`src/rtl/addsub_pkg.sv`:
```
package addsub_pkg;
  localparam int          DEF_WIDTH   = 32;
  localparam int          DEF_GROUP   = 4;
  localparam logic [31:0] DEF_HANDLER = 32'h8000_0180;

  typedef enum logic {OP_ADD = 1'b0, OP_SUB = 1'b1} op_kind_e;
endpackage

```
`src/rtl/cla_group.sv`:
```
module cla_group #(
  parameter int BW = 4
) (
  input  logic [BW-1:0] a_i,
  input  logic [BW-1:0] b_i,
  input  logic          c_i,
  output logic [BW-1:0] s_o,
  output logic          c_o
);
  logic [BW-1:0] gen_v;
  logic [BW-1:0] prop_v;
  logic          grp_gen;
  logic          grp_prop;
  logic          ripple_c;

  assign gen_v  = a_i & b_i;
  assign prop_v = a_i ^ b_i;

  always_comb begin
    ripple_c = c_i;
    for (int i = 0; i < BW; i++) begin
      s_o[i]   = prop_v[i] ^ ripple_c;
      ripple_c = gen_v[i] | (prop_v[i] & ripple_c);
    end
  end

  always_comb begin
    grp_gen = 1'b0;
    for (int i = 0; i < BW; i++) begin
      grp_gen = gen_v[i] | (prop_v[i] & grp_gen);
    end
    grp_prop = &prop_v;
  end

  assign c_o = grp_gen | (grp_prop & c_i);

  always_comb begin

    skip_carry_chk: assert (c_o == ripple_c);
  end
endmodule

```
`src/rtl/addsub_core.sv`:
```
module addsub_core #(
  parameter int WIDTH = 32,
  parameter int GROUP = 4
) (
  input  logic [WIDTH-1:0] a_i,
  input  logic [WIDTH-1:0] b_i,
  input  logic             sub_i,
  output logic [WIDTH-1:0] sum_o,
  output logic             cout_o
);
  localparam int NGRP = WIDTH / GROUP;

  logic [WIDTH-1:0] b_eff;
  logic [NGRP:0]    chain;

  assign b_eff    = b_i ^ {WIDTH{sub_i}};
  assign chain[0] = sub_i;

  for (genvar gi = 0; gi < NGRP; gi++) begin : g_grp
    cla_group #(.BW(GROUP)) u_grp (
      .a_i (a_i[gi*GROUP +: GROUP]),
      .b_i (b_eff[gi*GROUP +: GROUP]),
      .c_i (chain[gi]),
      .s_o (sum_o[gi*GROUP +: GROUP]),
      .c_o (chain[gi+1])
    );
  end

  assign cout_o = chain[NGRP];

  always_comb begin

    sum_value_chk: assert (sum_o == (sub_i ? (a_i - b_i) : (a_i + b_i)));
  end
endmodule

```
`src/rtl/ovf_detect.sv`:
```
module ovf_detect (
  input  logic a_sign,
  input  logic b_sign,
  input  logic r_sign,
  input  logic sub_i,
  output logic ovf_o
);
  logic same_sign;
  logic flipped;

  assign same_sign = (a_sign == b_sign);
  assign flipped   = (r_sign != a_sign);

  always_comb begin
    if (sub_i) ovf_o = !same_sign && flipped;
    else       ovf_o = same_sign && flipped;
  end
endmodule

```
`src/rtl/epc_capture.sv`:
```
module epc_capture #(
  parameter int WIDTH = 32
) (
  input  logic             clk,
  input  logic             rst_n,
  input  logic             cap_en,
  input  logic [WIDTH-1:0] pc_i,
  output logic [WIDTH-1:0] epc_o
);
  always_ff @(posedge clk or negedge rst_n) begin
    if (!rst_n)      epc_o <= '0;
    else if (cap_en) epc_o <= pc_i;
  end
endmodule

```
`src/rtl/trap_addsub.sv`:
```
module trap_addsub
  import addsub_pkg::*;
#(
  parameter int               WIDTH        = DEF_WIDTH,
  parameter int               GROUP        = DEF_GROUP,
  parameter logic [WIDTH-1:0] HANDLER_ADDR = DEF_HANDLER
) (
  input  logic             clk,
  input  logic             rst_n,
  input  logic             in_valid,
  output logic             in_ready,
  input  logic [WIDTH-1:0] op_a,
  input  logic [WIDTH-1:0] op_b,
  input  logic             op_sub,
  input  logic             trap_en,
  input  logic [WIDTH-1:0] pc_in,
  output logic             out_valid,
  input  logic             out_ready,
  output logic [WIDTH-1:0] result,
  output logic             carry_out,
  output logic             overflow,
  output logic             wr_en,
  output logic             exc_req,
  output logic [WIDTH-1:0] handler_pc,
  output logic [WIDTH-1:0] epc_out
);
  localparam int MSB = WIDTH - 1;

  op_kind_e op_kind;
  logic     accept;
  logic     trap_hit;

  assign op_kind = op_sub ? OP_SUB : OP_ADD;

  addsub_core #(.WIDTH(WIDTH), .GROUP(GROUP)) u_core (
    .a_i    (op_a),
    .b_i    (op_b),
    .sub_i  (op_kind == OP_SUB),
    .sum_o  (result),
    .cout_o (carry_out)
  );

  ovf_detect u_ovf (
    .a_sign (op_a[MSB]),
    .b_sign (op_b[MSB]),
    .r_sign (result[MSB]),
    .sub_i  (op_kind == OP_SUB),
    .ovf_o  (overflow)
  );

  assign in_ready   = out_ready;
  assign out_valid  = in_valid;
  assign accept     = in_valid && out_ready;
  assign trap_hit   = trap_en && overflow;
  assign wr_en      = in_valid && !trap_hit;
  assign exc_req    = rst_n && accept && trap_hit;
  assign handler_pc = HANDLER_ADDR;

  epc_capture #(.WIDTH(WIDTH)) u_epc (
    .clk    (clk),
    .rst_n  (rst_n),
    .cap_en (exc_req),
    .pc_i   (pc_in),
    .epc_o  (epc_out)
  );


  no_overflow_chk: assert property (@(posedge clk) disable iff (!rst_n)
    (in_valid && !op_sub && (op_a[MSB] != op_b[MSB])) |-> !overflow);

  sub_same_sign_chk: assert property (@(posedge clk) disable iff (!rst_n)
    (in_valid && op_sub && (op_a[MSB] == op_b[MSB])) |-> !overflow);

  trap_wr_chk: assert property (@(posedge clk) disable iff (!rst_n)
    exc_req |-> (!wr_en && overflow && trap_en && in_valid));

  epc_load_chk: assert property (@(posedge clk) disable iff (!rst_n)
    exc_req |=> (epc_out == $past(pc_in)));

  epc_hold_chk: assert property (@(posedge clk) disable iff (!rst_n)
    !exc_req |=> $stable(epc_out));

  stall_chk: assert property (@(posedge clk) disable iff (!rst_n)
    !out_ready |-> !exc_req);

  reset_clear_chk: assert property (@(posedge clk)
    !rst_n |=> (epc_out == '0));
endmodule

```
`config.mk`:
```
export PLATFORM = sky130hd
export DESIGN_NAME = trap_addsub
export DESIGN_NICKNAME = d
export VERILOG_FILES = /design/src/rtl/addsub_pkg.sv /design/src/rtl/cla_group.sv /design/src/rtl/addsub_core.sv /design/src/rtl/ovf_detect.sv /design/src/rtl/epc_capture.sv /design/src/rtl/trap_addsub.sv
export SDC_FILE = /design/constraint.sdc
export NUM_CORES = 1
export LEC_CHECK = 0
export BUFFER_PORTS_ARGS = -buffer_cell sky130_fd_sc_hd__clkbuf_2
export CORE_MARGIN = 5
export CORE_UTILIZATION = 46
export CTS_BUF_LIST = sky130_fd_sc_hd__clkbuf_2
export DETAILED_ROUTE_END_ITERATION = 8
export GPL_ROUTABILITY_DRIVEN = 0
export MAX_ROUTING_LAYER = met4
export PLACE_DENSITY_LB_ADDON = 0.12
export SLEW_MARGIN = 20
export SYNTH_ARGS = -nofsm -noshare
export SYNTH_HDL_FRONTEND = slang
export SYNTH_SLANG_ARGS = --single-unit
```
`constraint.sdc`:
```
create_clock -name clk -period 6.6 [get_ports clk]
set_clock_uncertainty 0.2 [all_clocks]
set_input_delay 0.33 -clock clk [delete_from_list [all_inputs] [get_ports clk]]
set_output_delay 0.33 -clock clk [all_outputs]
set_load 0.03 [all_outputs]
```
==> results of run 1 <==
## worst max-delay path: stages
cell and delay (ns):
clkbuf_2 0.42, xor2_1 0.31, ha_1 0.38, o211ai_1 0.11, o21a_1 0.23, or3_1 0.40
nand3_1 0.10, a21oi_1 0.11, or2_1 0.23, fa_1 0.39, fa_1 0.40, fa_1 0.39
xnor2_1 0.33, nand2b_4 0.08, o21ai_4 0.17, nand3_4 0.29, inv_1 0.13, clkbuf_2 0.21
## final timing paths
check                                startpoint               to  slack (ns)  cells past startpoint
max in group asynchronous                 rst_n  u_epc.epc_o[13]        5.34                      2
worst min register to register  u_epc.epc_o[12]  u_epc.epc_o[12]        0.33                      1
worst max register to register   u_epc.epc_o[1]   u_epc.epc_o[1]        5.60                      1
min in group asynchronous                 rst_n  u_epc.epc_o[24]        0.36                      2
worst min-delay path            u_epc.epc_o[12]  u_epc.epc_o[12]        0.33                      1
worst max-delay path                     op_sub          exc_req        1.05                     18
## timing repair
action / CTS / global route
hold buffers: 33 / 0
hold endpoints to repair: 64 / 0
gates resized for setup: 0 / 0
setup buffers: 0 / 0
## metal layers
metal / global-route usage, % / wire [um] / up-vias
met1: 21.50 / 3372 / 1304
met5: - / 0 / -
li1: - / - / 1398
met4: 5.508 / 163 / 0
met3: 4.317 / 715 / 12
met2: 34.13 / 4409 / 136
## where the power goes
| group | leakage (nW) | switching, mW | internal [mW] | total (mW) |
|---|---|---|---|---|
| sequential | 0.411 | 0.0439 | 0.266 | 0.310 |
| combinational | 2.38 | 0.523 | 0.298 | 0.821 |
| clock | 0.0390 | 0.0689 | 0.0633 | 0.132 |
## cells in the final DEF, fill, tap and decap left out, types with 6 or more instances in the layout
cell           count
clkbuf_2         176
mux2_4            29
nand2_1            7
xor2_1            32
xnor2_1            8
inv_1             72
dlygate4sd3_1     33
fa_1              23
a21o_1             6
ha_1              32
a21oi_1           15
dfrtp_1           32
conb_1            32
## cell families (layout without fill, tap and decap cells)
kind of cell	after synthesis	after routing	share of synthesized area [%]
buffers and inverters	114	287	16.91
adders and majority gates	55	55	24.75
xor gates and xnor gates	41	41	10.54
AOI/OAI and AO/OA	35	35	6.439
muxes	33	33	13.78
DFF	32	32	23.02
and+or+nand+nor	26	26	4.353
other	2	32	0.2159
## synth_stat cells
| cell | count |
|---|---|
| inv_1 | 72 |
| and3_1 | 1 |
| or2_1 | 1 |
| buf_1 | 1 |
| or3_1 | 1 |
| nor2_1 | 5 |
| nand2_1 | 7 |
| nor2b_1 | 1 |
| xor2_1 | 32 |
| nand3b_1 | 1 |
| a211oi_1 | 3 |
| ha_1 | 32 |
| conb_1 | 2 |
| nand3_1 | 1 |
| buf_4 | 36 |
| o21bai_1 | 1 |
| buf_2 | 2 |
| nand3_4 | 1 |
| dfrtp_1 | 32 |
| a21o_1 | 6 |
| nand4_1 | 5 |
| o211ai_1 | 1 |
| xor2_2 | 1 |
| nand2b_4 | 1 |
| o21ai_0 | 4 |
| fa_1 | 23 |
| o31ai_1 | 1 |
| mux2_4 | 29 |
| o21a_1 | 1 |
| and2_1 | 1 |
| mux2_2 | 3 |
| mux2i_1 | 1 |
| buf_6 | 3 |
| o21ai_4 | 1 |
| a21boi_0 | 2 |
| xnor2_1 | 8 |
| a21oi_1 | 15 |
## cell type report
cell class | count | area, sq um
clock inverter | 3 | 42.54
fill | 629 | 2619
tap | 99 | 123.9
timing repair buffer | 207 | 1209
inverter | 72 | 270.3
multi-input combinational | 222 | 2202
clock buffer | 5 | 25.02
sequential | 32 | 800.8
## stage by stage
stage	total power, mW	instance area (sq um)	cells
2_1_floorplan	0.9003	3591	368
3_3_place_gp	1.113	4275	599
3_5_place_dp	1.121	4275	599
4_1_cts	1.274	4673	640
5_1_grt	1.352	4673	640
6_report	1.263	4673	640
==> metrics.md, run 1 <==
| Metric | Value |
|---|---|
| Synth top area share | 23.02% |
| Crit path max fanout | 24 |
| Max clock buf depth | 2 |
| CTS sink cnt | 32 |
| Synth top area cells | dfrtp_1, fa_1, mux2_4 |
| Top Registers | u_epc.epc_o: 32 flops |
| Total GRT Usage | 19.18% |
| First-pass GRT wire length | 14690 um |
| # DRC | 0 |
| Slew headroom | 47.95% |
| Status | finished, final reports clean |
| Via/cell ratio | 4.453 |
| Area of the die | 9400 sq um |
| Cells after Synth | 338 |
| Max_cap viols | 0 |
| Leakage | 2.833 nW |
| Post-synth top area cell | dfrtp_1 |
| Startpoint types | primary input |
| Transition time of the tightest slew-check pin | 0.7807 ns |
| Max Clock Freq | 180.2 MHz |
| CTS tree | done |
| Synth cell types | 37 |
| Initial drt markers | 45 |
| Tcrit/Tclk final | 84.06% |
| Max-slew violations | 0 |
| Worst hold-check path type | reg -> reg |
| Final hold vios | 0 |
| H-tree depth | 2 |
| Layout cells sized above 1 | 40.30% |
| Most flops, register | u_epc.epc_o |
| DRT Pass-1 Iters | 4 |
| Flops & latches, synth | 32 |
| Port bufs | 171 |
| Antenna cells | 0 |
| Vias in the first global route | 3149 |
| Core Rows | 31 |
| Largest net degree at the start of global routing | 34 |
| Clock Latency Late Sink | 0.35 ns |
| Critical path endpoint category | primary output |
| Final wirelength | 8661 um |
| Final setup viols | 0 |
| Area growth from synthesis to layout | 34.35% |
| Clock Pin Slew Worst Setup and Hold Paths | 0.16 ns |
| Post-Syn Area | 3478 sq um |
| Synth Warn # | 0 |
| Final WS setup | 1.052 ns |
| Antenna Nets Post-Route | 0 |
| Routed WL per cell | 13.53 um |
| Final core occ | 64.09% |
| Largest register FFs | 32 |
| Sequential fraction of the synthesis area | 23.02% |
| TritonCTS Buffers | 5 |
| Final hold slack | 0.3299 ns |
| Worst Path Arrival | 5.02 ns |
| Worst Path Required | 6.07 ns |
| Die X-Extent | 96.96 um |
| Peak supply drop | 0.1173 mV |
| DPL Wire Length | 7229 um |
| Syn Area/Cell | 10.29 sq um |
| Final Net Count | 697 |
| CP Class | in -> out |
| Sum of negative setup slack | 0 ns |
| Via count | 2850 |
| Setup repair after global routing missed its margin | false |
| Core box area | 7292 sq um |
| Initial Utilization | 47.70% |
| Root Buffer | clkbuf_2 |
| # IOs | 204 |
| Post-place setup slack | 0.9195 ns |
| Final min period | 5.548 ns |
| Global route total overflow | 0 |
| Initial antenna violation count | 0 |
| Power Density | 270.3 nW/um^2 |
| Die Span Y | 96.96 um |
No activity file was read; power rests on OpenSTA's default activity.
==> run 2: changes to the inputs <==
==> constraint.sdc (replaced) <==
create_clock -name clk -period 5.5 [get_ports clk]
set_clock_uncertainty 0.2 [all_clocks]
set_input_delay 0.275 -clock clk [delete_from_list [all_inputs] [get_ports clk]]
set_output_delay 0.275 -clock clk [all_outputs]
set_load 0.03 [all_outputs]
==> run 2 against run 1 <==
Compared with the run above: core utilization up 0.21 points; highest routed layer unchanged; combinational power rose by 21%; die area did not move; largest cell class unchanged; count of clock-buffer cells in the layout is the same; clock power grew 13%; critical path depth did not move; critical endpoint unchanged.
==> metrics.md, run 2 (same netlist as run 1, synthesis figures left out) <==
| Metric | Value |
|---|---|
| Status | finished, final reports clean (unchanged) |
| Antenna Nets Post-Route | 0 (unchanged) |
| Crit-path leading delay family | adder cells (unchanged) |
| Area growth from synthesis to layout | 34.78% (was 34.35%) |
| Worst hold-check path type | in -> reg (was reg -> reg) |
| CP Class | in -> out (unchanged) |
| Most flops, register | u_epc.epc_o (unchanged) |
| Pwr Total | 1.517 mW (was 1.263 mW) |
| Crit path max fanout | 16 (was 24) |
| Non-Filler Instances | 641 (was 640) |
| Slew headroom | 48.76% (was 47.95%) |
| Final Net Count | 698 (was 697) |
| # DRC | 0 (unchanged) |
| Final setup viols | 0 (unchanged) |
| Port bufs | 171 (unchanged) |
| Clock Pin Slew Worst Setup and Hold Paths | 0.15 ns (was 0.16 ns) |
| TritonCTS Buffers | 5 (unchanged) |
| Sw frac | 50.36% (was 50.35%) |
| Commonest non-fill, non-tap cell in the layout | clkbuf_2 (unchanged) |
| Core box area | 7292 sq um (unchanged) |
| Highest routed metal layer | met4 (unchanged) |
| DRT Pass-1 Iters | 4 (unchanged) |
| Total GRT Usage | 19.78% (was 19.18%) |
| DPL Wire Length | 7516 um (was 7229 um) |
| Top Registers | u_epc.epc_o: 32 flops (unchanged) |
| H-tree depth | 2 (unchanged) |
| Transition time of the tightest slew-check pin | 0.7686 ns (was 0.7807 ns) |
| Leakage | 2.843 nW (was 2.833 nW) |
| Power Density | 323.6 nW/um^2 (was 270.3 nW/um^2) |
| Clock Latency Late Sink | 0.36 ns (was 0.35 ns) |
| Peak supply drop | 0.1299 mV (was 0.1173 mV) |
| WP buf/inv | 3 (unchanged) |
| Layout cells sized above 1 | 40.04% (was 40.30%) |
| Max_cap viols | 0 (unchanged) |
| Setup repair after global routing missed its margin | false (unchanged) |
| Die X-Extent | 96.96 um (unchanged) |
| CTS sink cnt | 32 (unchanged) |
| Routed wl met2 | 4803 um (was 4409 um) |
| Internal | 0.7531 mW (was 0.6271 mW) |
| Die Span Y | 96.96 um (unchanged) |
| Flop pwr share | 24.6% (was 24.5%) |
| Largest register FFs | 32 (unchanged) |
| Final wirelength | 9087 um (was 8661 um) |
| Most Frequent Cell on Critical Path | fa_1 (unchanged) |
| Vias in the first global route | 3160 (was 3149) |
| Sw power | 0.7639 mW (was 0.6360 mW) |
| # IOs | 204 (unchanged) |
| M1 WL | 3521 um (was 3372 um) |
| Initial antenna violation count | 0 (unchanged) |
| CP peak stage delay | 0.40 ns (was 0.42 ns) |
| Sum of negative setup slack | 0 ns (unchanged) |
| CP max stage cell | or3_1 (was clkbuf_2) |
| CTS tree | done (unchanged) |
| Comb pwr share | 65.5% (was 65.0%) |
| Clk pwr share | 9.8% (was 10.5%) |
| Initial Utilization | 47.70% (unchanged) |
| Root Buffer | clkbuf_2 (unchanged) |
| Inst Count DP | 600 (was 599) |
| Worst Path Arrival | 4.63 ns (was 5.02 ns) |
| Via/cell ratio | 4.505 (was 4.453) |
| Post-place setup slack | 0.2231 ns (was 0.9195 ns) |
| Routed wl met3 | 625 um (was 715 um) |
| Initial drt markers | 49 (was 45) |
| Area of the die | 9400 sq um (unchanged) |
| Max-slew violations | 0 (unchanged) |
| Final hold vios | 0 (unchanged) |
| Post-CTS setup buffers | 0 (unchanged) |
| Tcrit/Tclk final | 92.75% |
| Max Clock Freq | 196.0 MHz |
| First-pass GRT wire length | 15040 um (was 14690 um) |
| Critical path endpoint category | primary output (unchanged) |
| Final WS setup | 0.3986 ns (was 1.052 ns) |
| Global route total overflow | 0 (unchanged) |
| Startpoint types | primary input (unchanged) |
| Max clock buf depth | 2 (unchanged) |
| Antenna cells | 0 (unchanged) |
| Largest net degree at the start of global routing | 34 (unchanged) |
| Core Rows | 31 (unchanged) |
| CP Cell Sequence | clkbuf_2 > xor2_1 > ha_1 > o211ai_1 > o21a_1 > or3_1 > nand3_1 > a21oi_1 > or2_1 > fa_1 > fa_1 > fa_1 > xnor2_1 > nand2b_4 > o21ai_4 > nand3_4 > inv_1 > clkbuf_2 (unchanged) |
| Routed WL per cell | 14.18 um (was 13.53 um) |
| Via count | 2888 (was 2850) |
| Most frequent cells in the layout | clkbuf_2, inv_1, dlygate4sd3_1 (unchanged) |
| Final min period | 5.101 ns |
| Worst Path Required | 5.03 ns (was 6.07 ns) |
-- run 2: changes by cell type in the layout (fill, tap and decap cells not counted), sizes merged --
cell | previous run | this run
clkinv | 1 | 2
buf | 3 | 4
clkinvlp | 1 | 0
-- run 2: worst min-delay path, cell delays in order --
cell      delay, ns
clkbuf_2       0.11
nand3_4        0.16
mux2_4         0.17
-- run 2: metrics by stage --
step,util (%),area (sq um),hold WS (ns)
2_1_floorplan,-,3591,-0.2206
3_3_place_gp,58.91,4295,0.1935
3_5_place_dp,58.91,4295,0.1883
4_1_cts,64.29,4688,0.1586
5_1_grt,64.29,4688,0.1310
6_report,64.29,4688,0.1732
-- run 2: power by group through the flow --
stage          Sequential (mW)  Clock (mW)  Combinational, mW
2_1_floorplan            0.539           0              0.541
3_3_place_gp             0.371           0              0.966
4_1_cts                  0.369       0.153               1.00
3_5_place_dp             0.375           0              0.976
6_report                 0.374       0.149              0.994
5_1_grt                  0.381       0.167               1.07
-- run 2: routing by layer --
metal / global-route usage [%] / vias up
met5: - / -
met4: 4.752 / 0
met3: 4.029 / 12
met2: 35.99 / 128
met1: 22.15 / 1348
li1: - / 1400
-- run 2: area by class of cell --
class,instances,area (sq um)
Multi-Input combinational cell,222,2202
Clock buffer,5,25.02
Clock inverter,3,37.54
Timing Repair Buffer,208,1229
Inverter,72,270.3
Sequential cell,32,800.8
Tap cell,99,123.9
Fill cell,637,2604
-- run 2: worst paths after layout --
| check | from | cells past startpoint | slack (ns) | to |
|---|---|---|---|---|
| max | op_sub | 18 | 0.40 | exc_req |
| min | trap_en | 3 | 0.17 | u_epc.epc_o[20] |
| max reg2reg | u_epc.epc_o[6] | 1 | 4.50 | u_epc.epc_o[6] |
| min reg2reg | u_epc.epc_o[13] | 1 | 0.33 | u_epc.epc_o[13] |
| max in group asynchronous | rst_n | 2 | 4.30 | u_epc.epc_o[14] |
| min in group asynchronous | rst_n | 2 | 0.31 | u_epc.epc_o[15] |
-- run 2: timing repair --
action	CTS	global route
resized for setup	0	0
hold endpoints to repair	64	0
hold buffers	33	0
==> run 3: changes to the inputs <==
--- a/config.mk
+++ b/config.mk
@@ -6,8 +6,10 @@
 export NUM_CORES = 1
 export LEC_CHECK = 0
 export BUFFER_PORTS_ARGS = -buffer_cell sky130_fd_sc_hd__clkbuf_2
+export CELL_PAD_IN_SITES_DETAIL_PLACEMENT = 2
+export CELL_PAD_IN_SITES_GLOBAL_PLACEMENT = 2
 export CORE_MARGIN = 5
-export CORE_UTILIZATION = 46
+export CORE_UTILIZATION = 26
 export CTS_BUF_LIST = sky130_fd_sc_hd__clkbuf_2
 export DETAILED_ROUTE_END_ITERATION = 8
 export GPL_ROUTABILITY_DRIVEN = 0
==> run 3 against run 2 <==
Compared with the run above: non-clock buffer count up 1; sequential share of layout area is 0.46 points lower; highest routed layer unchanged; critical path type unchanged; critical path depth down 1; largest cell class unchanged; global-route usage fell by 4.8 points; count of clock-buffer cells in the layout is 1 higher.
==> metrics.md, run 3 (same netlist as run 1, synthesis figures left out) <==
| Metric | Value |
|---|---|
| Largest net degree at the start of global routing | 34 (unchanged) |
| CTS sink cnt | 32 (unchanged) |
| Worst hold-check path type | in -> reg (unchanged) |
| Core box area | 13190 sq um (was 7292 sq um) |
| Antenna Nets Post-Route | 0 (unchanged) |
| Die X-Extent | 125.7 um (was 96.96 um) |
| Largest register FFs | 32 (unchanged) |
| Tcrit/Tclk final | 93.34% (was 92.75%) |
| TritonCTS Buffers | 5 (unchanged) |
| Routed WL per cell | 16.23 um (was 14.18 um) |
| Layout cells sized above 1 | 40.70% (was 40.04%) |
| CP Class | in -> out (unchanged) |
| Final Net Count | 699 (was 698) |
| CTS tree | done (unchanged) |
| Global route total overflow | 0 (unchanged) |
| Area growth from synthesis to layout | 38.49% (was 34.78%) |
| Vias in the first global route | 3441 (was 3160) |
| Worst Path Arrival | 4.66 ns (was 4.63 ns) |
| Final setup viols | 0 (unchanged) |
| Leakage | 2.864 nW (was 2.843 nW) |
| Commonest non-fill, non-tap cell in the layout | clkbuf_2 (unchanged) |
| Area of the multi-input gates | 2210 sq um (was 2202 sq um) |
| M1 WL | 4977 um (was 3521 um) |
| Port bufs | 171 (unchanged) |
| Power Density | 325.0 nW/um^2 (was 323.6 nW/um^2) |
| Startpoint types | primary input (unchanged) |
| Post-DP Area | 4412 sq um (was 4295 sq um) |
| Critical path endpoint category | primary output (unchanged) |
| DRT Pass-1 Iters | 4 (unchanged) |
| Sum of negative setup slack | 0 ns (unchanged) |
| Transition time of the tightest slew-check pin | 0.8400 ns (was 0.7686 ns) |
| Slew headroom | 44.00% (was 48.76%) |
| Worst Path Required | 5.03 ns (about the same) |
| Max clock buf depth | 2 (unchanged) |
| Top Registers | u_epc.epc_o: 32 flops (unchanged) |
| H-tree depth | 2 (unchanged) |
| Root Buffer | clkbuf_2 (unchanged) |
| Fillers | 1472 (was 637) |
| Status | finished, final reports clean (unchanged) |
| Via count | 2925 (was 2888) |
| Final min period | 5.134 ns (was 5.101 ns) |
| DPL Wire Length | 9591 um (was 7516 um) |
| FF/Latch Area | 800.8 sq um (unchanged) |
| CP max stage cell | fa_1 (was or3_1) |
| Clock Pin Slew Worst Setup and Hold Paths | 0.20 ns (was 0.15 ns) |
| Max_cap viols | 0 (unchanged) |
| Peak supply drop | 0.1075 mV (was 0.1299 mV) |
| Final hold slack | 0.3212 ns (was 0.1732 ns) |
| CP Cell Sequence | clkbuf_2 > xor2_1 > ha_1 > o211ai_1 > o21a_1 > or3_1 > nand3_1 > a21oi_1 > or2_1 > fa_1 > fa_1 > fa_1 > xnor2_2 > nand3b_1 > o21ai_4 > a21boi_0 > clkbuf_2 (was clkbuf_2 > xor2_1 > ha_1 > o211ai_1 > o21a_1 > or3_1 > nand3_1 > a21oi_1 > or2_1 > fa_1 > fa_1 > fa_1 > xnor2_1 > nand2b_4 > o21ai_4 > nand3_4 > inv_1 > clkbuf_2) |
| # DRC | 0 (unchanged) |
| Max-slew violations | 0 (unchanged) |
| Routed wl met2 | 5897 um (was 4803 um) |
| First-pass GRT wire length | 18620 um (was 15040 um) |
| Final hold vios | 0 (unchanged) |
| Setup repair after global routing missed its margin | false (unchanged) |
| Clock Latency Late Sink | 0.33 ns (was 0.36 ns) |
| Max Clock Freq | 194.8 MHz (was 196.0 MHz) |
| Initial drt markers | 90 (was 49) |
| Post-CTS setup buffers | 0 (unchanged) |
| Die Span Y | 125.7 um (was 96.96 um) |
| Inst Count DP | 678 (was 600) |
| Core Rows | 42 (was 31) |
| Initial antenna violation count | 1 (was 0) |
| CP peak stage delay | 0.42 ns (was 0.40 ns) |
| Via/cell ratio | 4.063 (was 4.505) |
| Initial Utilization | 26.37% (was 47.70%) |
| Most frequent cells in the layout | clkbuf_2, inv_1, dlygate4sd3_1 (unchanged) |
| Pwr Total | 1.566 mW (was 1.517 mW) |
| Highest routed metal layer | met4 (unchanged) |
| Total GRT Usage | 15.03% (was 19.78%) |
| Most Frequent Cell on Critical Path | fa_1 (unchanged) |
| Routed wl met3 | 714 um (was 625 um) |
| Final wirelength | 11690 um (was 9087 um) |
| Area of the die | 15790 sq um (was 9400 sq um) |
| # IOs | 204 (unchanged) |
| Crit path max fanout | 7 (was 16) |
| Most flops, register | u_epc.epc_o (unchanged) |
| Non-Filler Instances | 720 (was 641) |
| Post-route cell area | 4817 sq um (was 4688 sq um) |
## run 3: changes by cell type in the layout (fill, tap and decap cells not counted)
cell / before / now
buf_12: 1 / 2
clkbuf_2: 176 / 177
xnor2_1: 8 / 7
clkinv_2: 0 / 1
diode_2: 0 / 1
clkinv_1: 2 / 0
xnor2_2: 0 / 1
## run 3: report_power, final
part | leakage, nW | switching, mW | internal (mW)
Clock | 0.0430 | 0.0834 | 0.0784
Sequential | 0.411 | 0.0614 | 0.319
Combinational | 2.41 | 0.657 | 0.366
## run 3: final timing paths
path	from	end	slack, ns	cells past startpoint
hold / removal	trap_en	u_epc.epc_o[15]	0.32	3
min in group asynchronous	rst_n	u_epc.epc_o[21]	0.33	2
setup / recovery	op_sub	wr_en	0.37	17
setup reg to reg	u_epc.epc_o[23]	u_epc.epc_o[23]	4.46	1
hold reg to reg	u_epc.epc_o[13]	u_epc.epc_o[13]	0.33	1
max in group asynchronous	rst_n	u_epc.epc_o[19]	4.22	2
## run 3: layout make-up
| type | instances | share of cell area [%] |
|---|---|---|
| antenna | 1 | 0.05195 |
| clock buffer | 6 | 0.6234 |
| clock inverter | 2 | 0.7273 |
| inverter | 72 | 5.610 |
| multi-input combinational | 222 | 45.87 |
| sequential | 32 | 16.62 |
| tap | 176 | 4.571 |
| timing repair buffer | 209 | 25.92 |
## run 3: through the flow
stage	util [%]	setup slack, ns
after global placement	33.45	0.3664
after CTS	36.44	0.2741
final	36.52	0.3662
after floorplan	-	0.1644
after global routing	36.52	0.1010
after detailed placement	33.45	0.1765
## run 3: critical path: cells and delay by family
family / cells / cell delay (ns)
AOI/OAI and AO/OA: 5 / 0.94
and+or+nand+nor: 4 / 0.96
buffers and inverters: 2 / 0.48
adders and majority gates: 4 / 1.55
xor gates and xnor gates: 2 / 0.44
## run 3: what timing repair did
item,in CTS,in global routing
resized for setup,0,1
endpoints found under the setup margin,0,1
hold buffers,33,0
endpoints found under the hold margin,64,0
## run 3: metal layers
layer,vias up,track usage (%)
met4,0,2.232
met2,112,25.96
met3,6,2.964
met1,1405,18.65
met5,-,-
li1,1402,-
